$ cat config.mk
export PLATFORM = sky130hd
export DESIGN_NAME = dual_tap_ring
export DESIGN_NICKNAME = d
export VERILOG_FILES = /design/src/rtl/ring_pkg.sv /design/src/rtl/ring_store.sv /design/src/rtl/ring_ctrl.sv /design/src/rtl/dual_tap_ring.sv
export SDC_FILE = /design/constraint.sdc
export NUM_CORES = 1
export LEC_CHECK = 0
export ABC_AREA = 1
export BUFFER_PORTS_ARGS = -buffer_cell sky130_fd_sc_hd__clkbuf_2
export CAP_MARGIN = 20
export CORE_AREA = 2 2 112 114
export CTS_BUF_LIST = sky130_fd_sc_hd__clkbuf_4 sky130_fd_sc_hd__clkbuf_8 sky130_fd_sc_hd__clkbuf_16
export CTS_CLUSTER_DIAMETER = 100
export DETAILED_ROUTE_END_ITERATION = 7
export DIE_AREA = 0 0 114 116
export GPL_ROUTABILITY_DRIVEN = 0
export PLACE_DENSITY = 0.67
export SLEW_MARGIN = 5
export SYNTH_ARGS = -nofsm -noshare
export SYNTH_HDL_FRONTEND = slang
export SYNTH_SLANG_ARGS = --single-unit
$ cat constraint.sdc
create_clock -name clk -period 4.2 [get_ports clk]
set_clock_uncertainty 0.1 [all_clocks]
set_input_delay 0.21 -clock clk [delete_from_list [all_inputs] [get_ports clk]]
set_output_delay 0.21 -clock clk [all_outputs]
set_load 0.01 [all_outputs]
$ cat src/rtl/ring_pkg.sv
package ring_pkg;

  // Number of address bits needed to index a ring of the given depth.
  function automatic int unsigned ring_addr_bits(input int unsigned depth);
    return (depth <= 2) ? 1 : $clog2(depth);
  endfunction

  // Number of consumers the ring serves.
  localparam int unsigned TAP_COUNT = 2;

endpackage

$ cat src/rtl/ring_store.sv
module ring_store #(
  parameter int unsigned DEPTH = 8,
  parameter int unsigned WIDTH = 8,
  parameter int unsigned AW    = 3,
  parameter int unsigned TAPS  = 2
) (
  input  logic                       clk,
  input  logic                       rst_n,
  input  logic                       we,
  input  logic [AW-1:0]              waddr,
  input  logic [WIDTH-1:0]           wdata,
  input  logic [TAPS-1:0]            re,
  input  logic [TAPS-1:0][AW-1:0]    raddr,
  output logic [TAPS-1:0][WIDTH-1:0] rdata
);

  logic [WIDTH-1:0] slots [DEPTH];

  always_ff @(posedge clk) begin
    if (we) slots[waddr] <= wdata;
  end

  // One registered output port per consumer; it only moves on an accepted read.
  for (genvar t = 0; t < TAPS; t++) begin : g_tap
    always_ff @(posedge clk or negedge rst_n) begin
      if (!rst_n)     rdata[t] <= '0;
      else if (re[t]) rdata[t] <= slots[raddr[t]];
    end

    assert_data_hold_R2: assert property (@(posedge clk) disable iff (!rst_n)
      !re[t] |=> $stable(rdata[t]));
  end

endmodule

$ cat src/rtl/ring_ctrl.sv
module ring_ctrl #(
  parameter int unsigned DEPTH = 8,
  parameter int unsigned AW    = 3
) (
  input  logic              clk,
  input  logic              rst_n,
  input  logic              wr_valid,
  input  logic [1:0]        rd_req,
  output logic              wr_acc,
  output logic [1:0]        rd_acc,
  output logic [AW-1:0]     wptr,
  output logic [1:0][AW-1:0] rptr,
  output logic              full,
  output logic [1:0]        empty,
  output logic              wr_err,
  output logic [1:0]        rd_err
);

  localparam logic [AW-1:0] TOP_SLOT = AW'(DEPTH - 1);

  // Advance a pointer by one slot, wrapping at the top of the ring.
  function automatic logic [AW-1:0] step(input logic [AW-1:0] p);
    return (p == TOP_SLOT) ? '0 : p + 1'b1;
  endfunction

  logic [AW-1:0]      lag_ptr;   // copy of the lagging consumer's pointer
  logic [1:0]         lagging;   // per-consumer "may be furthest behind" flags

  logic [AW-1:0]      n_wptr, n_lag;
  logic [1:0][AW-1:0] n_rptr;
  logic [1:0]         n_empty, n_lagging;
  logic               n_full;

  assign wr_acc = wr_valid & ~full;
  assign rd_acc = rd_req & ~empty;

  // Reads are applied first (consumer 0 then consumer 1), then the write.
  always_comb begin
    n_wptr    = wptr;
    n_rptr    = rptr;
    n_lag     = lag_ptr;
    n_full    = full;
    n_empty   = empty;
    n_lagging = lagging;
    for (int t = 0; t < 2; t++) begin
      if (rd_acc[t]) begin
        n_rptr[t] = step(rptr[t]);
        if (n_rptr[t] == wptr) n_empty[t] = 1'b1;
        if (n_lagging[1-t]) begin
          n_lagging[t] = 1'b0;
        end else begin
          n_lag  = n_rptr[t];
          n_full = 1'b0;
          if (n_rptr[t] == n_rptr[1-t]) n_lagging[1-t] = 1'b1;
        end
      end
    end
    if (wr_acc) begin
      n_wptr  = step(wptr);
      n_empty = 2'b00;
      if (n_wptr == n_lag) n_full = 1'b1;
    end
  end

  always_ff @(posedge clk or negedge rst_n) begin
    if (!rst_n) begin
      wptr    <= '0;
      rptr    <= '0;
      lag_ptr <= '0;
      full    <= 1'b0;
      empty   <= 2'b11;
      lagging <= 2'b11;
      wr_err  <= 1'b0;
      rd_err  <= 2'b00;
    end else begin
      wptr    <= n_wptr;
      rptr    <= n_rptr;
      lag_ptr <= n_lag;
      full    <= n_full;
      empty   <= n_empty;
      lagging <= n_lagging;
      wr_err  <= wr_valid & full;
      rd_err  <= rd_req & empty;
    end
  end

  // Some consumer is always marked as possibly lagging, and the saved copy matches it.
  assert_lag_marked_R4: assert property (@(posedge clk) disable iff (!rst_n)
    lagging != 2'b00);
  assert_lag_copy0_R4: assert property (@(posedge clk) disable iff (!rst_n)
    lagging[0] |-> (lag_ptr == rptr[0]));
  assert_lag_copy1_R4: assert property (@(posedge clk) disable iff (!rst_n)
    lagging[1] |-> (lag_ptr == rptr[1]));
  assert_full_holds_R4: assert property (@(posedge clk) disable iff (!rst_n)
    full && (rd_acc == 2'b00) |=> full);
  assert_write_clears_empty_R5: assert property (@(posedge clk) disable iff (!rst_n)
    wr_acc |=> (empty == 2'b00));
  assert_full_has_reader_R6: assert property (@(posedge clk) disable iff (!rst_n)
    full |-> (empty != 2'b11));
  assert_no_overflow_R7: assert property (@(posedge clk) disable iff (!rst_n)
    !wr_acc |=> $stable(wptr));
  assert_no_underflow0_R8: assert property (@(posedge clk) disable iff (!rst_n)
    rd_req[0] && empty[0] |=> rd_err[0] && $stable(rptr[0]));
  assert_no_underflow1_R8: assert property (@(posedge clk) disable iff (!rst_n)
    rd_req[1] && empty[1] |=> rd_err[1] && $stable(rptr[1]));

endmodule

$ cat src/rtl/dual_tap_ring.sv
module dual_tap_ring #(
  parameter int unsigned DEPTH = 8,
  parameter int unsigned WIDTH = 8
) (
  input  logic             clk,
  input  logic             rst_n,
  input  logic             wr_valid,
  input  logic [WIDTH-1:0] wr_data,
  output logic             full,
  output logic             wr_err,
  input  logic             rd0_strobe,
  output logic [WIDTH-1:0] rd0_data,
  output logic             rd0_empty,
  output logic             rd0_err,
  input  logic             rd1_strobe,
  output logic [WIDTH-1:0] rd1_data,
  output logic             rd1_empty,
  output logic             rd1_err
);
  import ring_pkg::*;

  localparam int unsigned AW   = ring_addr_bits(DEPTH);
  localparam int unsigned TAPS = TAP_COUNT;

  // Internal events brought out as named wires.
  logic                       wr_acc;
  logic [TAPS-1:0]            rd_acc;
  logic [AW-1:0]              wptr;
  logic [TAPS-1:0][AW-1:0]    rptr;
  logic [TAPS-1:0]            empty;
  logic [TAPS-1:0]            rd_err;
  logic [TAPS-1:0][WIDTH-1:0] rdata;

  ring_ctrl #(.DEPTH(DEPTH), .AW(AW)) u_ctrl (
    .clk      (clk),
    .rst_n    (rst_n),
    .wr_valid (wr_valid),
    .rd_req   ({rd1_strobe, rd0_strobe}),
    .wr_acc   (wr_acc),
    .rd_acc   (rd_acc),
    .wptr     (wptr),
    .rptr     (rptr),
    .full     (full),
    .empty    (empty),
    .wr_err   (wr_err),
    .rd_err   (rd_err)
  );

  ring_store #(.DEPTH(DEPTH), .WIDTH(WIDTH), .AW(AW), .TAPS(TAPS)) u_store (
    .clk   (clk),
    .rst_n (rst_n),
    .we    (wr_acc),
    .waddr (wptr),
    .wdata (wr_data),
    .re    (rd_acc),
    .raddr (rptr),
    .rdata (rdata)
  );

  assign rd0_data  = rdata[0];
  assign rd1_data  = rdata[1];
  assign rd0_empty = empty[0];
  assign rd1_empty = empty[1];
  assign rd0_err   = rd_err[0];
  assign rd1_err   = rd_err[1];

  assert_wr_err_R7: assert property (@(posedge clk) disable iff (!rst_n)
    wr_valid && full |=> wr_err);
  assert_rd0_hold_R8: assert property (@(posedge clk) disable iff (!rst_n)
    rd0_strobe && rd0_empty |=> $stable(rd0_data));
  assert_rd1_hold_R8: assert property (@(posedge clk) disable iff (!rst_n)
    rd1_strobe && rd1_empty |=> $stable(rd1_data));

endmodule

Word level (Yosys, flattened, before mapping)
Memory sizes are Yosys's and may differ from the RTL's. A register that Yosys moved wholly into a read port is not among the register bits.
Index checks and enable logic that the tools add are counted.
{"block": "word_totals", "register_bits": 20, "mem_bits_rw": 64, "inputBits": 13, "wordCells": 65, "memories": 1}
{"block": "op_classes", "addsub": 3, "n_eq_ne": 8, "mux": 29, "bitwise": 6, "n_reduce_logical": 8}
{"name": "u_store.slots", "depth": 8, "width": 8, "read_ports": 2, "rd_ports_with_merged_regs": 2, "wr": 1, "line_no": "ring_store.sv:17", "rtl": "logic [WIDTH-1:0] slots [DEPTH];"}
{"operator": "3-bit two-way mux", "count": 8}
{"operator": "1-bit two-way mux", "count": 18}
{"operator": "3-bit equality test", "count": 5}
{"operator": "3-bit by 1-bit adder with 3-bit output (second input constant)", "count": 3}
{"operator": "3-bit equality test (second input constant)", "count": 3}
{"operator": "2-bit nonzero test", "count": 4}
{"operator": "2-bit two-way mux", "count": 3}
{"operator": "2-bit bitwise AND", "count": 2}
{"operator": "2-bit AND reduction", "count": 2}
{"operator": "1-bit bitwise AND", "count": 2}
{"operator": "1-bit logical NOT", "count": 2}
{"operator": "2-bit inverter", "count": 1}
{"operator": "1-bit inverter", "count": 1}

Depth between registers and ports, before layout
Gate-level depths: netlist of the first run.
{"block": "depth", "depth_word": 11, "ltp_mapped": 13, "mapped_depth_nobuf": 13}

Cells and area by module
A second synthesis of the first run with hierarchy kept.
{"block": "hier_totals", "hier_cells": 615, "hier_area_um2": 5280.1}
{"mod": "ring_store", "instances": 1, "cells_each": 465, "area_per_inst_um2": 4032.6, "seq_area_each_um2": 2322.2}
{"mod": "ring_ctrl", "instances": 1, "cells_each": 150, "area_per_inst_um2": 1247.4, "seq_area_each_um2": 505.5}

Least setup slack after synthesis of the first run
Ideal clock, no wire load.
{"block": "synth_path", "path_kind": "register to register", "startpoint": "register u_ctrl.full", "endpoint": "memory u_store.slots[4][0], enable pin", "setup_time_ns": 0.370, "arrival_time_ns": 1.193, "path_slack_ns": 2.537, "path_stages_with_launch": 6, "period_less_slack_ns": 1.663, "cell_sequence": "dfrtp_1 > inv_1 > nand2_1 > inv_1 > nand2_1 > nor2_1"}
{"block": "synth_via", "elab_chain_cells": 4}
{"element": "start, declared", "line_no": "ring_ctrl.sv:13", "rtl": "output logic full,"}
{"element": "start signal, assigned", "line_no": "ring_ctrl.sv:79", "rtl": "full <= n_full;"}
{"element": "1-bit inverter", "line_no": "ring_ctrl.sv:34", "rtl": "assign wr_acc = wr_valid & ~full;"}
{"element": "1-bit bitwise AND", "line_no": "ring_ctrl.sv:34"}
{"element": "1-bit two-way mux", "line_no": "ring_store.sv:20", "rtl": "if (we) slots[waddr] <= wdata;"}
{"element": "1-bit two-way mux (implied by the code)", "line_no": "ring_store.sv:20"}
{"element": "end, declared", "line_no": "ring_store.sv:17"}
Every way passes these cells.

==> impl_results.md, run 1 <==
* Status: finished clean
* GRT Overall Usage at 18.9%
* Most frequent cells in the layout: nand2_1, o21ai_0, edfxtp_1
* HP Start: rd0_strobe
* Initial antenna violation count at 0
* Measured slew at the worst slew-check pin at 1.00 ns
* Routed vias/inst at 5.56
* Worst hold slack at 0.0392 ns
* Number of global-route vias before repair at 3602
* Pre-antenna DRT Iters at 5
* Largest net degree at the start of global routing at 54
* Die span in x at 114 µm
* CTS Buf Count at 9
* Most common cell after layout, fill and taps aside: nand2_1
* Crit start category: flop
* Post-route ant nets at 0
* Synth Net Count at 533
* R2r setup slk at 1.93 ns
* Final Power at 4.13 mW
* Xor/xnor share of the synthesized area at 0.723%
* Final count of hold timing violations at 0
* Fmax at 440 MHz
* Root buffer cell: clkbuf_16
* Post-synth EDFFs at 64
* Post-CTS Setup Repair Bufs at 0
* FF-to-FF End: u_ctrl.lagging[0]$_DFF_PN1_
* R2R cell count at 8
* CTS H-tree lvls at 3
* Async SR Flop Fraction at 36.0%
* Hold EP: u_ctrl.rd_err[0]$_DFF_PN0_
* CTS Hold Bufs at 3
* Pre-CTS setup slack at 2.02 ns
* DRT iter0 DRCs at 541
* Final setup viols at 0
* Largest fanout on the critical path at 25
* Diodes inserted at 0
* Die Ht at 116 µm
* Peak VDD IR at 0.282 mV
* Worst Hold Class: in -> reg
* RSZ-0062 raised after global routing: no
* Synth Area in Compound Gates at 18.9%
* Largest cells by area after synthesis: edfxtp_1, dfrtp_1, nand2_1
* Critical Path AT at 2.43 ns
* Mapped Cells at 514
* MaxCap Viol Count at 0
* Ys flop type: edfxtp_1
* Die area at 0.0132 mm²
* Layout cells sized above 1 at 12.9%
* Post-cts gate resize count at 0
* I/O Buffers at 34
* Rel. slew slack at 33.1%
* Core area at 0.0119 mm²
* Area delta synth->final at 12.3%
* Clk buf depth at 2
* Lkg Pwr at 2.33 nW
* Synthesized area at 0.00484 mm²
* FF+latch count, synth at 100
* # IOs at 35
* Wire length per cell at 17.2 µm
* Final min period at 2.27 ns
* Post-synthesis mux area share at 0%
* Distinct cell type count after synthesis at 28
* Final period utilization at 54.1%
* Simple-gate share of the synthesized area at 13.0%
* Crit. End Element: flop
* TritonCTS clock tree: done
* Setup_tns at 0 ns
* Clk sink count at 100
* Fin. max-slew vios at 0
* HPWL after DPL at 7890 µm
* # nets final at 558
* Worst-Skew Late Latency at 0.34 ns
* Total Routed Length at 11900 µm
* Via Count at 3844
* Area share of the largest cell type after synthesis at 39.7%
* Syn avg cell area at 9.43 µm²
* Synth warnings at 0
* Area leader, netlist: edfxtp_1
* Main combinational cell family by area after synthesis: compound AO/OA/AOI/OAI gates
* Register clock-pin slew on the reported worst setup and hold paths at 0.06 ns
* RR Startpoint: u_ctrl.rptr[0]$_DFF_PN0_
* Row count at 40
* Final global-route overflow total at 0
* Hold path depth at 3
* Initial Util at 40.7%
* Pwr per Cell Area at 759 mW/mm²
* Seq/Total Area, Yosys at 58.4%
* CP Class: reg -> reg
* # DRC at 0
* Setup slack after layout at 1.93 ns
* Synth Area in Adders at 1.55%
* Worst path required time at 4.36 ns
* First-pass GRT wire length at 18900 µm
==> synth_stat cells (2+ instances only) <==
library cell / count
ha_1: 6
clkbuf_1: 10
nor2_1: 24
buf_6: 3
nand2_2: 3
o21ai_0: 74
nand2_1: 102
edfxtp_1: 64
a21oi_1: 63
o21ai_1: 5
o2111ai_1: 2
nand3_1: 21
inv_2: 2
dfrtp_1: 32
buf_2: 14
dfstp_2: 4
inv_1: 55
o211ai_1: 4
o221ai_1: 15
xor2_1: 3
==> registers in the layout, indices dropped and copies added (netlist names) <==
register and count:
u_ctrl.wr_err 1, u_ctrl.wptr 3, u_ctrl.lagging 2, u_ctrl.full 1, u_ctrl.empty 2, u_store.slots 64, u_ctrl.rd_err 2, u_ctrl.rptr 6
u_store.rdata 16, u_ctrl.lag_ptr 3
==> cells by family (layout without fill, tap and decap cells) <==
family	count (synthesis)	in the layout
adders and majority gates	6	6
and+or+nand+nor	154	154
DFF	100	100
AOI/OAI and AO/OA	165	165
buffers and inverters	85	115
xor gates and xnor gates	4	4
==> through the flow <==
stage / cell area, µm² / instances / util (%)
after floorplan: 4840 / 514 / -
after global placement: 5090 / 672 / 42.7
after detailed placement: 5090 / 672 / 42.7
after CTS: 5440 / 691 / 45.7
after global routing: 5440 / 691 / 45.7
final: 5440 / 691 / 45.7
==> routing by layer <==
metal | track usage (%) | share of wire [%]
met1 | 24.2 | 43
met4 | 7.07 | 1.6
met5 | 0 | 0
met2 | 30.8 | 47
met3 | 5.18 | 8.0
==> where the power goes <==
group          total (mW)  internal [mW]  switching [mW]
registers            1.50           1.31           0.189
clock network       0.869          0.516           0.353
logic                1.76          0.577            1.19
==> how the worst max path moves through the flow <==
stage / from / to / slack [ns] / depth (start not counted)
after floorplan: u_ctrl.full$_DFF_PN0_ / u_store.slots[4][0]$_DFFE_PP_ / 2.54 / 5
after global placement: u_ctrl.full$_DFF_PN0_ / u_store.slots[4][1]$_DFFE_PP_ / 2.07 / 5
after detailed placement: u_ctrl.rptr[0]$_DFF_PN0_ / u_ctrl.lagging[0]$_DFF_PN1_ / 2.02 / 8
after CTS: u_ctrl.rptr[0]$_DFF_PN0_ / u_ctrl.lagging[0]$_DFF_PN1_ / 1.96 / 8
after global routing: u_ctrl.rptr[0]$_DFF_PN0_ / u_ctrl.lagging[0]$_DFF_PN1_ / 1.73 / 8
final: u_ctrl.rptr[0]$_DFF_PN0_ / u_ctrl.lagging[0]$_DFF_PN1_ / 1.93 / 8
==> area by class of cell <==
type | instances | area, µm²
multi-input combinational | 329 | 1660
sequential | 100 | 2830
tap | 147 | 184
clock inverter | 4 | 55.1
inverter | 57 | 214
timing repair buffer | 42 | 238
clock buffer | 12 | 265
fill | 1092 | 6470
==> critical path, cell delays in order, from the launching register on <==
cell      delay, ns
dfrtp_1        0.83
ha_1           0.27
ha_1           0.16
inv_1          0.08
nand2_1        0.17
o21ai_1        0.13
or2_2          0.29
o211ai_1       0.08
o21ai_1        0.08
Power figures use the tool's default switching activity.
==> run 2, diff against run 1 <==
--- a/config.mk
+++ b/config.mk
@@ -14,7 +14,7 @@
 export DETAILED_ROUTE_END_ITERATION = 7
 export DIE_AREA = 0 0 114 116
 export GPL_ROUTABILITY_DRIVEN = 0
-export PLACE_DENSITY = 0.67
+export PLACE_DENSITY = 0.69
 export SLEW_MARGIN = 5
 export SYNTH_ARGS = -nofsm -noshare
 export SYNTH_HDL_FRONTEND = slang
==> constraint.sdc (replaced) <==
create_clock -name clk -period 2 [get_ports clk]
set_clock_uncertainty 0.1 [all_clocks]
set_input_delay 0.1 -clock clk [delete_from_list [all_inputs] [get_ports clk]]
set_output_delay 0.1 -clock clk [all_outputs]
set_load 0.01 [all_outputs]
==> run 2 against run 1 <==
Compared with the run above: via count grew 5.0%; worst setup slack lost 1.8 ns; final area grew 3.9%; clock-buffer cell count grew 1; non-clock buffer count grew 25; clock power grew 96%; cell count grew 3.6%; wire length grew 4.1%; register-to-register slack lost 1.8 ns; maximum frequency grew 23%; highest routed layer unchanged; largest power group unchanged; critical path depth grew 4.
==> impl_results.md, run 2 (same netlist as run 1, synthesis figures left out) <==
* Worst path required time at 2.18 ns
* Final count of hold timing violations at 0
* R2R cell count at 12
* Final min period at 1.84 ns
* Number of global-route vias before repair at 3820
* First-pass GRT wire length at 19200 µm
* CTS H-tree lvls at 3
* Die area at 0.0132 mm²
* Rel. slew slack at 61.0%
* # DRC at 0
* Total Routed Length at 12400 µm
* # nets final at 583
* GRT Overall Usage at 19.2%
* DRT iter0 DRCs at 391
* I/O Buffers at 34
* Worst-Skew Late Latency at 0.34 ns
* Wire length per cell at 17.3 µm
* Fin. max-slew vios at 0
* Root buffer cell: clkbuf_16
* Largest register by flop count: u_store.slots
* Most frequent cells in the layout: nand2_1, o21ai_0, edfxtp_1
* Setup_tns at 0 ns
* Slowest CP cell: dfrtp_1
* Crit-path max cell delay at 0.41 ns
* TritonCTS clock tree: done
* Core area at 0.0119 mm²
* CP Class: reg -> reg
* FF/Latch Area at 0.00283 mm²
* Row count at 40
* RSZ-0062 raised after global routing: no
* # IOs at 35
* Via Count at 4036
* Clk buf depth at 2
* Largest net degree at the start of global routing at 65
* Worst hold slack at 0.190 ns
* Area of the multi-input gates at 0.00166 mm²
* R2r setup slk at 0.16 ns
* Layout cells sized above 1 at 15.1%
* CTS Buf Count at 9
* Fmax at 543 MHz
* MaxCap Viol Count at 0
* Register clock-pin slew on the reported worst setup and hold paths at 0.07 ns
* Crit start category: flop
* Initial Util at 40.7%
* Die Ht at 116 µm
* Status: finished clean
* Post-route ant nets at 0
* Die span in x at 114 µm
* Final global-route overflow total at 0
* Final period utilization at 92.2%
* Post-cts gate resize count at 0
* Lkg Pwr at 2.45 nW
* Routed vias/inst at 5.64
* Measured slew at the worst slew-check pin at 0.584 ns
* Top Registers: u_store.slots (64), u_store.rdata (16), u_ctrl.rptr (6)
* HPWL after DPL at 8050 µm
* Crit. End Element: flop
* Peak VDD IR at 0.629 mV
* Area delta synth->final at 16.7%
* Initial antenna violation count at 0
* Clk sink count at 100
* Worst Path Buf+Inv at 3
* CP cell instances: buf_12 -> inv_1 -> nand2_1 -> nand3_1 -> nand2_1 -> nand2_1 -> nand3_1 -> nand2_1 -> inv_1 -> nor2_1 -> nand2_1 -> nand2_1
* Most common cell on crit path: nand2_1
* FF-to-FF End: u_ctrl.full$_DFF_PN0_
* Diodes inserted at 0
* Final setup viols at 0
* Number of flip-flops in the largest register at 64
* RR Startpoint: u_ctrl.rptr[0]$_DFF_PN0_
* Pre-antenna DRT Iters at 6
* Most common cell after layout, fill and taps aside: nand2_1
* Top delay family on crit path: simple AND/OR/NAND/NOR gates
* Critical Path AT at 2.03 ns
* Largest fanout on the critical path at 64
* Fillers at 1105
* Pwr per Cell Area at 1550 mW/mm²
* Worst Hold Class: in -> async
-- run 2: what timing repair did --
item / in CTS / in global routing
hold buffers: 12 / 0
endpoints found under the hold margin: 84 / 0
setup buffers: 0 / 0
endpoints found under the setup margin: 0 / 0
-- run 2: cell type report --
class	count	share of cell area, %
Timing Repair Buffer	67	8.37
Inverter	57	3.78
Sequential cell	100	50.0
Clock buffer	13	4.94
Multi-Input combinational cell	329	29.3
Clock inverter	3	0.332
Tap cell	147	3.25
-- run 2: worst reg2reg max path: stages, from the launching register on --
cell and delay (ns):
dfrtp_1 0.41, buf_12 0.21, inv_1 0.27, nand2_1 0.19
nand3_1 0.13, nand2_1 0.06, nand2_1 0.05, nand3_1 0.06
nand2_1 0.06, inv_1 0.04, nor2_1 0.10, nand2_1 0.07
nand2_1 0.05
-- run 2: worst max-delay path by stage --
stage               cells past startpoint                       start  slack [ns]                            end
global route                           13    u_ctrl.rptr[0]$_DFF_PN0_        0.03          u_ctrl.full$_DFF_PN0_
global placement                        7    u_ctrl.rptr[0]$_DFF_PN0_        0.27    u_ctrl.lagging[0]$_DFF_PN1_
CTS                                     9  u_ctrl.rptr[3]$_DFFE_PN0P_        0.18          u_ctrl.full$_DFF_PN0_
floorplan                               5       u_ctrl.full$_DFF_PN0_        0.34  u_store.slots[4][0]$_DFFE_PP_
finish                                 12    u_ctrl.rptr[0]$_DFF_PN0_        0.16          u_ctrl.full$_DFF_PN0_
detailed placement                     12    u_ctrl.rptr[0]$_DFF_PN0_        0.22          u_ctrl.full$_DFF_PN0_
-- run 2: metal layers --
metal / wire length [µm] / vias to the layer above / share of wire (%) / GRT usage (%)
met4: 396 / 0 / 3.2 / 10.2
met2: 5860 / 192 / 47 / 31.4
met5: 0 / - / 0 / 0
li1: - / 1868 / - / -
met3: 1000 / 34 / 8.1 / 3.82
met1: 5100 / 1942 / 41 / 24.1
-- run 2: power by group --
| part | internal, mW | switching [mW] |
|---|---|---|
| Combinational | 1.35 | 2.67 |
| Sequential | 2.74 | 0.313 |
| Clock | 0.982 | 0.722 |
-- run 2: per-stage QoR --
step	setup WS, ns	area [µm²]	power (mW)	util (%)	cells
2_1_floorplan	0.337	4840	5.77	-	514
3_3_place_gp	0.269	5240	6.84	43.9	688
3_5_place_dp	0.216	5240	6.97	43.9	688
4_1_cts	0.180	5650	8.74	47.5	716
5_1_grt	0.0339	5650	9.37	47.5	716
6_report	0.157	5650	8.79	47.5	716
